File: src/rtl/evt_irq_hub_pkg.sv
package evt_irq_hub_pkg;

  localparam int DATA_W   = 32;
  localparam int TX_N     = 5;
  localparam int RX_N     = 4;
  localparam int CORE_N   = 9;
  localparam int TX_LSB   = 0;
  localparam int RX_LSB   = 9;
  localparam int CORE_LSB = 16;

  // word indexes (byte offset >> 2) that software decodes
  localparam int WI_SRC_RAW  = 8;
  localparam int WI_SRC_SET  = 9;
  localparam int WI_SRC_CLR  = 10;
  localparam int WI_MSK_RAW  = 11;
  localparam int WI_MSK_SET  = 12;
  localparam int WI_MSK_CLR  = 13;
  localparam int WI_MASKED   = 14;
  localparam int WI_EOI      = 15;

  typedef enum logic [1:0] {
    RSEL_NONE   = 2'd0,
    RSEL_SRC    = 2'd1,
    RSEL_MSK    = 2'd2,
    RSEL_MASKED = 2'd3
  } rsel_e;

  function automatic logic [DATA_W-1:0] field_ones(input int lsb, input int n);
    logic [DATA_W-1:0] v;
    v = '0;
    for (int b = 0; b < DATA_W; b++) begin
      if (b >= lsb && b < lsb + n) v[b] = 1'b1;
    end
    return v;
  endfunction

  // usable bits; receive endpoint 0 slot (RX_LSB-1) stays reserved
  function automatic logic [DATA_W-1:0] usable_bits();
    return field_ones(TX_LSB, TX_N) | field_ones(RX_LSB, RX_N) |
           field_ones(CORE_LSB, CORE_N);
  endfunction

  function automatic logic [DATA_W-1:0] place_events(
    input logic [TX_N-1:0]   tx,
    input logic [RX_N-1:0]   rx,
    input logic [CORE_N-1:0] core
  );
    logic [DATA_W-1:0] w;
    w = '0;
    for (int i = 0; i < TX_N; i++)   w[TX_LSB + i]   = tx[i];
    for (int i = 0; i < RX_N; i++)   w[RX_LSB + i]   = rx[i];
    for (int i = 0; i < CORE_N; i++) w[CORE_LSB + i] = core[i];
    return w;
  endfunction

  // set wins over clear for the same bit in the same cycle
  function automatic logic next_bit(input logic cur, input logic set_b,
                                    input logic clr_b);
    return set_b | (cur & ~clr_b);
  endfunction

endpackage

File: src/rtl/evt_irq_regdec.sv
module evt_irq_regdec
  import evt_irq_hub_pkg::*;
#(
  parameter int ADDR_W = 8
) (
  input  logic [ADDR_W-1:0] reg_addr,
  input  logic              reg_wr,
  output logic              src_set_wr,
  output logic              src_clr_wr,
  output logic              msk_set_wr,
  output logic              msk_clr_wr,
  output logic              eoi_wr,
  output rsel_e             rsel
);

  localparam int WORD_W = ADDR_W - 2;

  logic [WORD_W-1:0] word;
  logic              unused_byte_lane;

  assign word             = reg_addr[ADDR_W-1:2];
  assign unused_byte_lane = ^reg_addr[1:0];

  function automatic logic hit(input logic [WORD_W-1:0] w, input int idx);
    return w == WORD_W'(idx);
  endfunction

  assign src_set_wr = reg_wr && hit(word, WI_SRC_SET);
  assign src_clr_wr = reg_wr && hit(word, WI_SRC_CLR);
  assign msk_set_wr = reg_wr && hit(word, WI_MSK_SET);
  assign msk_clr_wr = reg_wr && hit(word, WI_MSK_CLR);
  assign eoi_wr     = reg_wr && hit(word, WI_EOI);

  always_comb begin
    rsel = RSEL_NONE;
    if (hit(word, WI_SRC_RAW))      rsel = RSEL_SRC;
    else if (hit(word, WI_MSK_RAW)) rsel = RSEL_MSK;
    else if (hit(word, WI_MASKED))  rsel = RSEL_MASKED;
  end

endmodule

File: src/rtl/evt_irq_bitreg.sv
module evt_irq_bitreg
  import evt_irq_hub_pkg::*;
#(
  parameter int               W     = DATA_W,
  parameter logic [W-1:0]     USED  = '1
) (
  input  logic         clk,
  input  logic         rst,
  input  logic [W-1:0] hw_set,
  input  logic         sw_set_en,
  input  logic         sw_clr_en,
  input  logic [W-1:0] wdata,
  output logic [W-1:0] q
);

  for (genvar i = 0; i < W; i++) begin : g_bit
    if (USED[i]) begin : g_used
      logic set_b;
      logic clr_b;
      assign set_b = hw_set[i] | (sw_set_en & wdata[i]);
      assign clr_b = sw_clr_en & wdata[i];
      always_ff @(posedge clk) begin
        if (rst) q[i] <= 1'b0;
        else     q[i] <= next_bit(q[i], set_b, clr_b);
      end
    end else begin : g_resv
      logic unused_in;
      assign unused_in = hw_set[i] ^ wdata[i];
      assign q[i] = 1'b0;
    end
  end

endmodule

File: src/rtl/evt_irq_gate.sv
module evt_irq_gate (
  input  logic clk,
  input  logic rst,
  input  logic pending,
  input  logic eoi_wr,
  output logic irq,
  output logic gate_open,
  output logic rise_evt
);

  assign rise_evt = !irq && gate_open && pending && !eoi_wr;

  always_ff @(posedge clk) begin
    if (rst) begin
      irq       <= 1'b0;
      gate_open <= 1'b1;
    end else if (eoi_wr) begin
      irq       <= 1'b0;
      gate_open <= 1'b1;
    end else if (rise_evt) begin
      irq       <= 1'b1;
      gate_open <= 1'b0;
    end else if (irq) begin
      irq       <= pending;
    end
  end

endmodule

File: src/rtl/evt_irq_hub.sv
module evt_irq_hub
  import evt_irq_hub_pkg::*;
#(
  parameter int ADDR_W = 8
) (
  input  logic              clk,
  input  logic              rst,
  input  logic [ADDR_W-1:0] reg_addr,
  input  logic              reg_wr,
  input  logic [31:0]       reg_wdata,
  output logic [31:0]       reg_rdata,
  input  logic [TX_N-1:0]   tx_evt,
  input  logic [RX_N-1:0]   rx_evt,
  input  logic [CORE_N-1:0] core_evt,
  output logic              irq
);

  localparam logic [DATA_W-1:0] USED = usable_bits();

  logic              src_set_wr, src_clr_wr, msk_set_wr, msk_clr_wr, eoi_wr;
  rsel_e             rsel;
  logic [DATA_W-1:0] hw_evt_w;
  logic [DATA_W-1:0] src_w;
  logic [DATA_W-1:0] mask_w;
  logic [DATA_W-1:0] masked_w;
  logic              pending_w;
  logic              gate_open;
  logic              rise_evt;

  evt_irq_regdec #(.ADDR_W(ADDR_W)) u_dec (
    .reg_addr   (reg_addr),
    .reg_wr     (reg_wr),
    .src_set_wr (src_set_wr),
    .src_clr_wr (src_clr_wr),
    .msk_set_wr (msk_set_wr),
    .msk_clr_wr (msk_clr_wr),
    .eoi_wr     (eoi_wr),
    .rsel       (rsel)
  );

  assign hw_evt_w = place_events(tx_evt, rx_evt, core_evt);

  evt_irq_bitreg #(.W(DATA_W), .USED(USED)) u_src (
    .clk       (clk),
    .rst       (rst),
    .hw_set    (hw_evt_w),
    .sw_set_en (src_set_wr),
    .sw_clr_en (src_clr_wr),
    .wdata     (reg_wdata),
    .q         (src_w)
  );

  evt_irq_bitreg #(.W(DATA_W), .USED(USED)) u_msk (
    .clk       (clk),
    .rst       (rst),
    .hw_set    ('0),
    .sw_set_en (msk_set_wr),
    .sw_clr_en (msk_clr_wr),
    .wdata     (reg_wdata),
    .q         (mask_w)
  );

  assign masked_w  = src_w & mask_w;
  assign pending_w = |masked_w;

  evt_irq_gate u_gate (
    .clk       (clk),
    .rst       (rst),
    .pending   (pending_w),
    .eoi_wr    (eoi_wr),
    .irq       (irq),
    .gate_open (gate_open),
    .rise_evt  (rise_evt)
  );

  always_comb begin
    case (rsel)
      RSEL_SRC:    reg_rdata = src_w;
      RSEL_MSK:    reg_rdata = mask_w;
      RSEL_MASKED: reg_rdata = masked_w;
      default:     reg_rdata = '0;
    endcase
  end

endmodule

File: config.mk
export PLATFORM = sky130hd
export DESIGN_NAME = evt_irq_hub
export DESIGN_NICKNAME = d
export VERILOG_FILES = /design/src/rtl/evt_irq_hub_pkg.sv /design/src/rtl/evt_irq_regdec.sv /design/src/rtl/evt_irq_bitreg.sv /design/src/rtl/evt_irq_gate.sv /design/src/rtl/evt_irq_hub.sv
export SDC_FILE = /design/constraint.sdc
export NUM_CORES = 1
export LEC_CHECK = 0
export BUFFER_PORTS_ARGS = -buffer_cell sky130_fd_sc_hd__buf_2
export CORE_ASPECT_RATIO = 1.4
export CORE_MARGIN = 4
export CORE_UTILIZATION = 40
export CTS_CLUSTER_DIAMETER = 60
export DETAILED_ROUTE_END_ITERATION = 6
export GPL_ROUTABILITY_DRIVEN = 0
export PLACE_DENSITY = 0.72
export SYNTH_ARGS = -nofsm -noshare
export SYNTH_HDL_FRONTEND = slang
export SYNTH_SLANG_ARGS = --single-unit
File: constraint.sdc
create_clock -name clk -period 2.2 [get_ports clk]
set_clock_uncertainty 0.05 [all_clocks]
set_input_delay 0.44 -clock clk [delete_from_list [all_inputs] [get_ports clk]]
set_output_delay 0.44 -clock clk [all_outputs]
set_load 0.05 [all_outputs]
==> results of run 1 <==
[flip-flops by register name, indices dropped and copies added, names as in the netlist]
register / cells
u_msk.q: 18
u_src.q: 18
u_gate.gate_open: 1
u_gate.irq: 1
[logic make-up (layout without fill, tap and decap cells)]
logic type | Yosys count | in the layout | synth area share (%)
buffers and inverters | 33 | 95 | 9.13
DFF | 38 | 38 | 34.9
and+or+nand+nor | 103 | 103 | 25.8
AOI/OAI and AO/OA | 86 | 86 | 29.6
other | 1 | 14 | 0.172
xor gates and xnor gates | 1 | 1 | 0.402
[stage by stage]
step                utilization [%]  hold WS, ns
finish                         60.0        0.356
global route                   60.0        0.354
CTS                            59.3        0.349
detailed placement             54.4        0.443
global placement               54.4        0.437
floorplan                         -        0.420
[worst paths after layout]
| path | from | to | cells after the start |
|---|---|---|---|
| setup / recovery | reg_addr[7] | reg_rdata[17] | 7 |
| hold / removal | reg_wdata[17] | u_msk.q[17] | 2 |
| setup reg to reg | u_msk.q[22] | u_gate.gate_open | 4 |
| hold reg to reg | u_gate.gate_open | u_gate.gate_open | 1 |
[area by class of cell]
type / count / area share, %
Inverter: 2 / 0.239
Tap cell: 66 / 2.63
Clock inverter: 1 / 0.955
Sequential cell: 38 / 24.2
Timing Repair Buffer: 85 / 19.7
Clock buffer: 7 / 2.43
Multi-Input combinational cell: 204 / 49.9
[per-layer routing]
layer	share of wire (%)	wire (um)
met5	0	0
met4	1.6	98
met3	5.8	367
met2	53	3340
met1	40	2510
[cells in the final DEF (no fill, tap or decap), drive strengths merged, types with 2 or more instances in the layout]
cell type and count:
a21oi 7, a221o 18, a31oi 12, a32o 18, and2 2, buf 85
clkbuf 7, conb 14, dfxtp 38, nand2 54, nand3 15, nand3b 2
nand4 3, nor2b 18, nor3 2, nor4 3, o21ai 26
[power breakdown]
group | internal, W | switching, W | total [W]
clock network | 0.000339 | 0.000235 | 0.000575
logic | 0.000105 | 0.000162 | 0.000266
registers | 0.000729 | 0.0000428 | 0.000772
total | 0.00117 | 0.000440 | 0.00161
[what timing repair did]
item	in CTS	in global routing
resized for setup	49	12
endpoints found under the setup margin	17	17
cloned	1	0
pin swaps	2	1
==> impl_results.md, run 1 <==
* Critical path fanouts, max at 5
* I/O pins at 94
* Die area at 0.00671 mm^2
* Period utilization at 107%
* Grt total ovfl at 0
* Most common cell in the netlist: nand2_1
* Post-synthesis sequential area ratio at 34.9%
* Via count at 2296
* Clock Latency Late Sink at 0.29 ns
* Final worst slack at -0.151 ns
* Slowest cell on the critical path: or3b_4
* HP Class: in -> reg
* Synth Cell Area at 0.00218 mm^2
* Starting density of the core at 41.6%
* # DRC at 0
* Finish-stage setup viols at 17
* Syn Inst Count at 262
* Dpl cell area at 0.00285 mm^2
* Antenna cell count at 0
* Most frequent CP cell: buf_6
* Failing checks: negative setup slack
* CTS Sinks at 38
* Global-route met1 utilization at 21.1%
* Avg Cell Area, Syn at 8.31 um^2
* Reg clk slew, reported paths at 0.07 ns
* Worst Path Required at 1.71 ns
* Non-Filler Instances at 403
* Yosys warns at 0
* DP HPWL at 4760 um
* Final Hold Fails at 0
* Synth Register Bits at 38
* I/O Buffers at 63
* Crit-path cells: buf_6 > or3b_4 > nor4_4 > buf_4 > nand2_4 > a31oi_4 > buf_6
* Drt wl/cell at 15.7 um
* Vias/cell at 5.70
* M3 GR Usage at 3.69%
* Global-route wire length before repair at 10300 um
* Dpl ws at -0.219 ns
* CTS tree: yes
* Number of global-route vias before repair at 2260
* Placed cells at 394
* Top cells by count, synth: nand2_1, dfxtp_1, o21ai_0
* Max rail drop VDD at 0.366 mV
* R2R Setup Slk at 0.91 ns
* Sequential cell area at 761 um^2
* Max cap viols at 0
* Fin nets at 397
* Main area contributors after synthesis: dfxtp_1, nand2_1, a221o_1
* Critical path's largest stage delay at 0.40 ns
* GR peak layer: met2
* Fillcell total at 470
* RSZ-0062 raised after global routing: yes
* Die H at 95.3 um
* Worst Setup End Kind: output pin
* LEAKAGE at 1.12 nW
* Primary FF master, synth: dfxtp_1
* Critical path's top delay family: simple AND/OR/NAND/NOR gates
* Fin Setup TNS at -1.53 ns
* Initial DRC Count at 191
* Synth area leader: dfxtp_1
* Pin count of the biggest net entering global routing at 25
* Worst Path Arrival at 1.86 ns
* Final Power at 0.00161 W
* H-tree level count at 2
* Hold Buf Count CTS at 0
* Slew Limit Fails at 0
* CTS Buffer Depth at 2
* Design area at 0.00314 mm^2
* Share of layout cells above drive strength 1 at 39.5%
* Root Buffer: clkbuf_8
* Crit Path Category: in -> out
* TritonRoute pass-1 iters at 4
* Routing usage on met2 at 35.5%
* Post-CTS Setup Bufs at 0
* Drt total wl at 6320 um
* Fraction of registers with async set/reset at 0%
* Row cnt at 31
* Num CTS Buffers at 5
* Initial antenna violation count at 0
* Core area at 0.00524 mm^2
* Die X at 70.4 um
* Post-synth EDFFs at 0
* Top cell type's share of synthesized area at 34.9%
* All-Layer GR Usage at 19.2%
* Synthesis-to-finish area growth at 44.3%
* Fmax at 425 MHz
* Fin crit period at 2.35 ns
* P per Cell Area at 513 mW/mm^2
* Critical path launch point type: primary input
* Buf/Inv on CP at 3
* Post-detailed-route count of antenna-violating nets at 0
* Status: finished, violations left
* Post-synth cell types at 34
* Area of the multi-input gates at 0.00157 mm^2
(Power assumes the default switching activity.)
==> run 2, diff against run 1 <==
Settings changed: CORE_UTILIZATION 40 to 30, PLACE_DENSITY 0.72 to 0.58, RECOVER_POWER set to 100.
==> run 2 against run 1 <==
Net effect: the run still ends with negative setup slack left; final cell count rose by 8.4%; non-clock buffer count rose by 5; die area rose by 30%; sequential share of layout area fell by 0.71 points; setup slack improved by 0.042 ns; first-iteration DRC count fell by 29%; sequential cell count did not move; largest cell class unchanged; largest power group unchanged.
==> impl_results.md, run 2 (synthesis results as in run 1) <==
* Failing checks: negative setup slack (unchanged)
* Initial antenna violation count at 0 (unchanged)
* Worst Setup End Kind: output pin (unchanged)
* Fin nets at 402 (was 397)
* Dpl cell area at 0.00293 mm^2 (was 0.00285 mm^2)
* Max cap viols at 0 (unchanged)
* Number of global-route vias before repair at 2311 (was 2260)
* Slew Limit Fails at 0 (unchanged)
* Root Buffer: clkbuf_8 (unchanged)
* Finish-stage setup viols at 17 (unchanged)
* Final Util at 46.1% (was 60.0%)
* Critical path launch point type: primary input (unchanged)
* Status: finished, violations left (unchanged)
* Critical path endpoint: reg_rdata[4] (was reg_rdata[17])
* Final Hold Fails at 0 (unchanged)
* Design area at 0.00324 mm^2 (was 0.00314 mm^2)
* Worst Path Arrival at 1.82 ns (was 1.86 ns)
* Antenna cell count at 0 (unchanged)
* Fmax at 433 MHz (was 425 MHz)
* Starting density of the core at 31.0% (was 41.6%)
* Relative slew slack at 59.0%
* Vias/cell at 5.27 (was 5.70)
* Grt total ovfl at 0 (unchanged)
* Initial DRC Count at 135 (was 191)
* Drt total wl at 7060 um (was 6320 um)
* Global-route wire length before repair at 11400 um (was 10300 um)
* Pin count of the biggest net entering global routing at 20 (was 25)
* Period utilization at 105% (was 107%)
* Post-detailed-route count of antenna-violating nets at 0 (unchanged)
* Least-Margin Pin Slew at 0.617 ns
* RR Endpoint: u_gate.gate_open (unchanged)
* Hold Buf Count CTS at 0 (unchanged)
* DP HPWL at 5060 um (was 4760 um)
* R2r startpoint: u_src.q[16] (was u_msk.q[22])
* Row cnt at 36 (was 31)
* R2R Setup Slk at 0.93 ns (was 0.91 ns)
* Clock Latency Late Sink at 0.29 ns (about the same)
* Max rail drop VDD at 0.241 mV (was 0.366 mV)
* LEAKAGE at 1.14 nW (was 1.12 nW)
* TritonRoute pass-1 iters at 4 (unchanged)
* Num CTS Buffers at 5 (unchanged)
* Largest regs: u_msk.q (18), u_src.q (18) (unchanged)
* CTS tree: yes (unchanged)
* Worst Path Required at 1.71 ns (about the same)
* All-Layer GR Usage at 16.7% (was 19.2%)
* Share of layout cells above drive strength 1 at 40.1% (was 39.5%)
* Die H at 109 um (was 95.3 um)
* R2R depth at 4 (unchanged)
* Commonest non-fill, non-tap cell in the layout: buf_2 (unchanged)
* Synthesis-to-finish area growth at 48.7% (was 44.3%)
* CP Launch Point: reg_addr[7] (unchanged)
* Drt wl/cell at 16.2 um (was 15.7 um)
* Critical path fanouts, max at 5 (unchanged)
* Fin crit period at 2.31 ns (was 2.35 ns)
* Hold_sp: reg_wdata[22] (was reg_wdata[17])
* P per Cell Area at 481 mW/mm^2 (was 513 mW/mm^2)
* CTS Buffer Depth at 2 (unchanged)
* Final worst slack at -0.110 ns (was -0.151 ns)
* Crit Path Category: in -> out (unchanged)
* I/O pins at 94 (unchanged)
* # DRC at 0 (unchanged)
* Die area at 0.00871 mm^2 (was 0.00671 mm^2)
* Core area at 0.00703 mm^2 (was 0.00524 mm^2)
* H-tree level count at 2 (unchanged)
* CTS Sinks at 38 (unchanged)
* HP Class: in -> reg (unchanged)
* I/O Buffers at 63 (unchanged)
* Die X at 80.0 um (was 70.4 um)
* RSZ-0062 raised after global routing: yes (unchanged)
* Via count at 2302 (was 2296)
* Most frequent cells in the layout: buf_2, nand2_1, dfxtp_1 (unchanged)
* Reg clk slew, reported paths at 0.08 ns (was 0.07 ns)
[run 2: changes by cell type in the layout (fill, tap and decap cells not counted), sizes merged]
cell,change
clkbuf,+7
clkinvlp,+1
clkinv,+1
bufinv,-1
buf,-3
[run 2: routing by layer]
| metal | GRT usage [%] | part of all wire (%) |
|---|---|---|
| met4 | 5.92 | 0.92 |
| met1 | 19.4 | 41 |
| met3 | 3.06 | 4.6 |
| met5 | 0 | 0 |
| met2 | 30.3 | 54 |
[run 2: timing repair]
action | in CTS | in global routing
gates resized for setup | 59 | 7
pin swaps | 3 | 1
buffers inserted | 2 | 0
cloned | 2 | 1
setup endpoints to repair | 17 | 17
[run 2: worst min-delay path by stage]
| stage | endpoint | cells after the start |
|---|---|---|
| finish | u_msk.q[22] | 2 |
| global route | u_msk.q[22] | 2 |
| CTS | u_msk.q[22] | 2 |
| detailed placement | u_gate.gate_open | 1 |
| global placement | u_gate.gate_open | 1 |
| floorplan | u_src.q[21] | 1 |
[run 2: final cells by class]
class,instances,area [um^2]
multi-input cells,204,1550
clock buffers,6,82.6
fillers,720,3790
repair buffers,90,706
well taps,95,119
clock inverters,2,12.5
flip-flops and latches,38,761
inverters,2,7.51
[run 2: through the flow]
step           cells  power (W)  hold WS (ns)  setup slack (ns)  setup TNS [ns]
4_1_cts          436    0.00158         0.340            -0.103           -1.37
3_5_place_dp     424    0.00104         0.451            -0.220           -3.47
5_1_grt          437    0.00163         0.358            -0.168           -2.58
3_3_place_gp     424    0.00104         0.436            -0.219           -3.06
2_1_floorplan    275   0.000959         0.420            -0.151           -1.67
6_report         437    0.00156         0.347            -0.110           -1.50
[run 2: critical path, cell delays in order]
cell     delay [ns]
buf_6          0.09
or3b_4         0.40
nor4_4         0.15
buf_6          0.18
buf_12         0.13
nand2_1        0.09
a31oi_4        0.16
buf_6          0.18
[run 2: power by group]
group          internal, W  switching, W
Sequential        0.000729     0.0000413
Combinational     0.000108      0.000163
Clock             0.000252      0.000265
Total              0.00109      0.000470
